==> config.mk <==
export PLATFORM = sky130hd
export DESIGN_NAME = fetch_step_seq
export DESIGN_NICKNAME = d
export VERILOG_FILES = /design/src/rtl/fss_pkg.sv /design/src/rtl/fss_step_counter.sv /design/src/rtl/fss_step_decoder.sv /design/src/rtl/fss_word_mem.sv /design/src/rtl/fetch_step_seq.sv
export SDC_FILE = /design/constraint.sdc
export NUM_CORES = 2
export LEC_CHECK = 0
export ABC_AREA = 1
export ABC_CLOCK_PERIOD_IN_PS = 2300
export BUFFER_PORTS_ARGS = -buffer_cell sky130_fd_sc_hd__buf_2
export CORE_MARGIN = 1.5
export CORE_UTILIZATION = 48
export CTS_BUF_LIST = sky130_fd_sc_hd__clkbuf_2 sky130_fd_sc_hd__clkbuf_4 sky130_fd_sc_hd__clkbuf_8
export CTS_CLUSTER_SIZE = 8
export DETAILED_ROUTE_END_ITERATION = 12
export PLACE_DENSITY_LB_ADDON = 0.05
export SLEW_MARGIN = 30
export SYNTH_ARGS = -nofsm -noshare
export SYNTH_HDL_FRONTEND = slang
export SYNTH_SLANG_ARGS = --single-unit
==> constraint.sdc <==
create_clock -name clk -period 2.3 [get_ports clk]
set_clock_uncertainty 0.15 [all_clocks]
set_input_delay 0.46 -clock clk [delete_from_list [all_inputs] [get_ports clk]]
set_output_delay 0.46 -clock clk [all_outputs]
set_load 0.03 [all_outputs]
==> src/rtl/fss_pkg.sv <==
package fss_pkg;
  typedef enum logic [1:0] {PH_T1 = 2'd0, PH_T2 = 2'd1, PH_T3 = 2'd2, PH_T4 = 2'd3} phase_e;
  localparam int NUM_PHASES = 4;
endpackage

==> src/rtl/fss_step_counter.sv <==
// Two-clock-per-phase step counter; wraps to t1 after the last phase.
module fss_step_counter
  import fss_pkg::*;
#(
  parameter int PHASES = NUM_PHASES
) (
  input  logic              clk,
  input  logic              rst,
  input  logic              adv_en,
  output logic [PHASES-1:0] phase_oh,
  output logic              half
);
  phase_e idx_q;
  logic   half_q;

  always_ff @(posedge clk) begin
    if (rst) begin
      idx_q  <= PH_T1;
      half_q <= 1'b0;
    end else if (adv_en) begin
      half_q <= ~half_q;
      if (half_q) begin
        if (idx_q == PH_T4) idx_q <= PH_T1;
        else                idx_q <= phase_e'(idx_q + 2'd1);
      end
    end
  end

  for (genvar k = 0; k < PHASES; k++) begin : g_line
    assign phase_oh[k] = (idx_q == phase_e'(k));
  end

  assign half = half_q;
endmodule

==> src/rtl/fss_step_decoder.sv <==
// Combines phase lines, half-step and opcode into register-transfer switches.
module fss_step_decoder #(
  parameter int               OPC_W    = 4,
  parameter logic [OPC_W-1:0] LOAD_OPC = 4'h1
) (
  input  logic [3:0]       phase_oh,
  input  logic             half,
  input  logic [OPC_W-1:0] opcode,
  output logic             mar_from_pc,
  output logic             ir_from_mdr,
  output logic             pc_inc,
  output logic             mar_from_ir,
  output logic             acc_from_mdr,
  output logic             rd_req
);
  logic is_load;
  assign is_load = (opcode == LOAD_OPC);

  always_comb begin
    mar_from_pc  = phase_oh[0] & ~half;
    ir_from_mdr  = phase_oh[1] & ~half;
    pc_inc       = phase_oh[1] &  half;
    mar_from_ir  = phase_oh[2] & ~half & is_load;
    acc_from_mdr = phase_oh[3] & ~half & is_load;
    rd_req       = half & (phase_oh[0] | (phase_oh[2] & is_load));
  end
endmodule

==> src/rtl/fss_word_mem.sv <==
// Single-clock memory with registered read output (the data register).
module fss_word_mem #(
  parameter int AW = 8,
  parameter int DW = 12
) (
  input  logic          clk,
  input  logic          rst,
  input  logic          wr_en,
  input  logic [AW-1:0] wr_addr,
  input  logic [DW-1:0] wr_data,
  input  logic          rd_en,
  input  logic [AW-1:0] rd_addr,
  output logic [DW-1:0] rd_q
);
  localparam int DEPTH = 1 << AW;
  logic [DW-1:0] store [DEPTH];

  always_ff @(posedge clk) begin
    if (wr_en) store[wr_addr] <= wr_data;
  end

  always_ff @(posedge clk) begin
    if (rst)        rd_q <= '0;
    else if (rd_en) rd_q <= store[rd_addr];
  end
endmodule

==> src/rtl/fetch_step_seq.sv <==
module fetch_step_seq #(
  parameter int               ADDR_W   = 8,
  parameter int               OPC_W    = 4,
  parameter logic [OPC_W-1:0] LOAD_OPC = 4'h1,
  localparam int              WORD_W   = OPC_W + ADDR_W
) (
  input  logic              clk,
  input  logic              rst,
  input  logic              hold,
  input  logic              wr_en,
  input  logic [ADDR_W-1:0] wr_addr,
  input  logic [WORD_W-1:0] wr_data,
  output logic [3:0]        phase_o,
  output logic              half_o,
  output logic              rd_strobe_o,
  output logic [ADDR_W-1:0] pc_o,
  output logic [ADDR_W-1:0] mar_o,
  output logic [WORD_W-1:0] mdr_o,
  output logic [WORD_W-1:0] ir_o,
  output logic [WORD_W-1:0] acc_o
);
  logic run;
  logic mar_from_pc, ir_from_mdr, pc_inc, mar_from_ir, acc_from_mdr, rd_req;
  logic [ADDR_W-1:0] pc_q, mar_q;
  logic [WORD_W-1:0] ir_q, acc_q, mdr;

  assign run = ~hold;

  fss_step_counter #(.PHASES(4)) u_cnt (
    .clk(clk), .rst(rst), .adv_en(run), .phase_oh(phase_o), .half(half_o)
  );

  fss_step_decoder #(.OPC_W(OPC_W), .LOAD_OPC(LOAD_OPC)) u_dec (
    .phase_oh(phase_o), .half(half_o), .opcode(ir_q[WORD_W-1:ADDR_W]),
    .mar_from_pc(mar_from_pc), .ir_from_mdr(ir_from_mdr), .pc_inc(pc_inc),
    .mar_from_ir(mar_from_ir), .acc_from_mdr(acc_from_mdr), .rd_req(rd_req)
  );

  fss_word_mem #(.AW(ADDR_W), .DW(WORD_W)) u_mem (
    .clk(clk), .rst(rst), .wr_en(wr_en), .wr_addr(wr_addr), .wr_data(wr_data),
    .rd_en(run & rd_req), .rd_addr(mar_q), .rd_q(mdr)
  );

  always_ff @(posedge clk) begin
    if (rst) begin
      pc_q  <= '0;
      mar_q <= '0;
      ir_q  <= '0;
      acc_q <= '0;
    end else if (run) begin
      if (mar_from_pc)  mar_q <= pc_q;
      if (mar_from_ir)  mar_q <= ir_q[ADDR_W-1:0];
      if (ir_from_mdr)  ir_q  <= mdr;
      if (pc_inc)       pc_q  <= pc_q + 1'b1;
      if (acc_from_mdr) acc_q <= mdr;
    end
  end

  assign rd_strobe_o = rd_req;
  assign pc_o  = pc_q;
  assign mar_o = mar_q;
  assign mdr_o = mdr;
  assign ir_o  = ir_q;
  assign acc_o = acc_q;
endmodule

==> run summary <==
RUN STATUS
----------------------------------------------------------------------------------------------------
Status ................................................................................ finished with violations
Failing checks ........................................................................ negative setup slack

CLOCK NETWORK
----------------------------------------------------------------------------------------------------
Root Buffer ...........................................................................     clkbuf_8
Worst-Skew Late Latency ...............................................................      1150 ps
Num CTS Buffers .......................................................................          540
Level count of the clock H-tree .......................................................            6
Sink count of the clock tree ..........................................................        3,127
Clock tree from TritonCTS .............................................................         done
Maximum number of buffers from clock root to sink .....................................            4
Clock-pin slew reported for the worst setup and hold paths after clock tree synthesis .        60 ps

LAYOUT
----------------------------------------------------------------------------------------------------
Final #Nets ...........................................................................        11.8k
Proportion of layout cells with a drive suffix above 1 ................................        24.9%
Core Util, Final ......................................................................        60.8%
Finished Layout Cells .................................................................        15.7k
Synthesis-to-finish area growth .......................................................        26.1%

CRITICAL PATH
----------------------------------------------------------------------------------------------------
Startpoint kind of the worst setup timing path ........................................    flip-flop
Arrival time reported for the critical path endpoint ..................................      2450 ps
Highest net fanout along the worst path ...............................................            3
Endpoint kind of the worst setup timing path ..........................................   output pin
Startpoint-to-endpoint class of the critical path ..................................... flip-flop to output pin
Endpoint required time on the critical path ...........................................      1690 ps

LOGIC SYNTHESIS
----------------------------------------------------------------------------------------------------
Async set-reset flop share out of synthesis ...........................................           0%
Post-Synthesis Mean Instance Area .....................................................     12.0 µm²
Ranking of synthesized cells by instance count ........................................ 3,180 x nand2_1, 3,072 x edfxtp_1, 3,041 x nand3_1
Distinct cell type count of the synthesized netlist ...................................           27
Area of the mapped netlist ............................................................  126,000 µm²
Area share of the leading cell type in the synthesized netlist ........................        73.0%
Yosys synthesis warning count .........................................................            0
Share of synthesized area occupied by flip-flops and latches ..........................        73.9%
Post-synthesis register bit count .....................................................        3,127
Post-synth top area cell ..............................................................     edfxtp_1
Gate count of the mapped netlist ......................................................        10.6k
Nets in the synthesized netlist .......................................................        10.6k
Cells taking the most area after synthesis ............................................ edfxtp_1 73%, nand3_1 12%, nand2_1 9.4%
Number of synthesized flops with an enable pin ........................................        3,072
Most common cell in the synthesized netlist ...........................................      nand2_1
Primary FF master, synth ..............................................................     edfxtp_1

DETAILED ROUTING
----------------------------------------------------------------------------------------------------
Routed length per instance ............................................................      27.5 µm
DR top layer ..........................................................................         met4
Number of vias after detailed routing .................................................        90.7k
Number of vias per cell ...............................................................         5.78
First DRT Iteration DRCs ..............................................................        11.3k
Met1 Wirelength .......................................................................   178,000 µm
DR WL met2 ............................................................................   199,000 µm
Post-route antenna net violation count ................................................            0
Total length of routed met3 wires .....................................................    38,800 µm
Number of remaining DRC errors ........................................................            0
Total Routed Length ...................................................................   431,000 µm
Detailed-router iteration count before antenna repair .................................            7

PLACE
----------------------------------------------------------------------------------------------------
Routability cong. .....................................................................        0.891
Sum of net half-perimeters after detailed placement ...................................   259,000 µm
Number of port buffers ................................................................           81
Post-placement cell count .............................................................        14.5k

TIMING
----------------------------------------------------------------------------------------------------
Fraction of the cycle the final worst path needs ......................................         133%
Max Transition Viols Final ............................................................            0
Final setup slack of the worst path ...................................................      -756 ps
Maximum clock frequency ...............................................................    0.327 GHz
Min Tclk post-route ...................................................................      3060 ps
Sum Neg Setup Slack ...................................................................     -7970 ps
Worst hold margin .....................................................................       117 ps
Unrepaired setup endpoints after global routing .......................................         true
Number of setup violations in the final report ........................................           26
Worst slew margin relative to its limit ...............................................        33.7%
Final number of hold-violating endpoints ..............................................            0
Actual transition at the worst max-transition pin .....................................       993 ps

FLOORPLANNING
----------------------------------------------------------------------------------------------------
Y dimension of the die ................................................................       516 µm
Die X-Extent ..........................................................................       516 µm
Initial standard-cell utilization of the core .........................................        48.2%
Site row count ........................................................................          188
Ports placed on the boundary ..........................................................           82
Placeable core region .................................................................  262,000 µm²
Die Outline Area ......................................................................  266,000 µm²

GRT
----------------------------------------------------------------------------------------------------
Leftover overflow at the end of global routing ........................................            0
Largest net degree at the start of global routing .....................................           73
Antenna violations before repair ......................................................           11
Wire length of the first global-routing pass ..........................................   607,000 µm
GR Util All Layers ....................................................................        31.4%
Number of global-route vias before repair .............................................        86.4k

POWER AND IR DROP
----------------------------------------------------------------------------------------------------
IR Drop Worst-Case VDD ................................................................     0.720 mV
Final Total Pwr .......................................................................      0.127 W
Lkg Pwr ...............................................................................      57.8 nW
Power per Cell Area ...................................................................   795 nW/µm²

RUN
----------------------------------------------------------------------------------------------------
Max-cap violations ....................................................................            0

WORST HOLD PATH
----------------------------------------------------------------------------------------------------
Kind of path behind the tightest hold check ........................................... input port to flip-flop

==> logic make-up after synthesis <==
family                   count (synthesis)  synth area share (%)
AND/OR/NAND/NOR                       6532                  22.4
flip-flops                            3127                  73.9
buffers and inverters                  810                  3.28
AO/OA/AOI/OAI                           94                 0.378
adder cells (fa/ha/maj)                  5                0.0495
==> layout make-up <==
| cell class | instances | area [µm²] |
|---|---|---|
| Sequential cell | 3127 | 93500 |
| Fill cell | 20700 | 103000 |
| Clock inverter | 168 | 848 |
| Multi-Input combinational cell | 6631 | 33600 |
| Antenna cell | 10 | 25.0 |
| Timing Repair Buffer | 1394 | 17500 |
| Inverter | 85 | 369 |
| Tap cell | 3515 | 4400 |
| Timing Repair inverter | 1 | 30.0 |
| Clock buffer | 746 | 9120 |
==> path summary, 6_finish.rpt <==
path	from	to	slack, ps	cells after the start
hold / removal	wr_addr[4]	u_mem.store[89][5]	120	7
setup reg to reg	mar_o[0]	u_mem.rd_q[8]	-470	21
hold reg to reg	acc_o[11]	acc_o[11]	360	2
setup / recovery	ir_o[10]	rd_strobe_o	-760	7
==> metal layers <==
metal | vias to the layer above | global-route usage [%]
met5 | - | 0
met4 | 0 | 11.8
li1 | 40200 | -
met1 | 45300 | 44.7
met3 | 686 | 5.31
met2 | 4495 | 48.6
==> sequential cells by signal, indices dropped and copies added, names as in the netlist <==
name / count
ir_o: 12
u_mem.rd_q: 12
u_cnt.half: 1
mar_o: 8
acc_o: 12
u_cnt.idx_q: 2
u_mem.store: 3072
pc_o: 8
==> per-stage QoR <==
| step | area [µm²] | setup WS [ps] |
|---|---|---|
| floorplan | 126000 | 23.1 |
| global placement | 140000 | -799 |
| detailed placement | 140000 | -729 |
| CTS | 156000 | -888 |
| global route | 159000 | -826 |
| finish | 159000 | -756 |
==> worst max-delay path, cell delays in order, from the launching register on <==
cell and delay, ps:
dfxtp_4 360, nor4_4 300, buf_6 210, nand2_4 60
nand2_2 60, inv_2 50, nor2_4 130, buf_6 150
==> what timing repair did <==
item / in CTS / in global routing
endpoints found under the hold margin: 3495 / 0
gates cloned: 34 / 33
setup buffers: 115 / 67
pin swaps: 140 / 233
resized for setup: 839 / 529
setup endpoints to repair: 87 / 93
hold buffers: 25 / 0
==> placed cells by master, fill, tap and decap left out, types with 5 or more instances in the layout <==
master and n:
clkbuf_8 563, nand3_2 545, bufbuf_16 14, buf_12 357
buf_16 47, nor2_1 291, dlygate4sd3_1 25, nand2_2 83
clkinv_1 108, nand2_1 3078, nand3_4 116, diode_2 10
inv_1 73, nor2_4 5, buf_8 33, dfxtp_4 37
buf_4 742, clkbuf_16 27, dfxtp_2 18, clkinvlp_4 23
clkbuf_4 184, buf_6 137, nor2_2 6, buf_2 11
nand2_4 19, clkinv_2 25, inv_6 7, inv_8 7
nand3_1 2380, edfxtp_1 3072, o21ai_0 35, a21oi_1 47
==> report_power, final <==
part	leakage [nW]	internal [W]	total [W]	switching (W)
combinational	24.5	0.00564	0.0159	0.0103
clock	5.24	0.0256	0.0479	0.0223
sequential	28.1	0.0627	0.0628	0.0000989
total	57.8	0.0939	0.127	0.0327
Power figures use the tool's default switching activity.
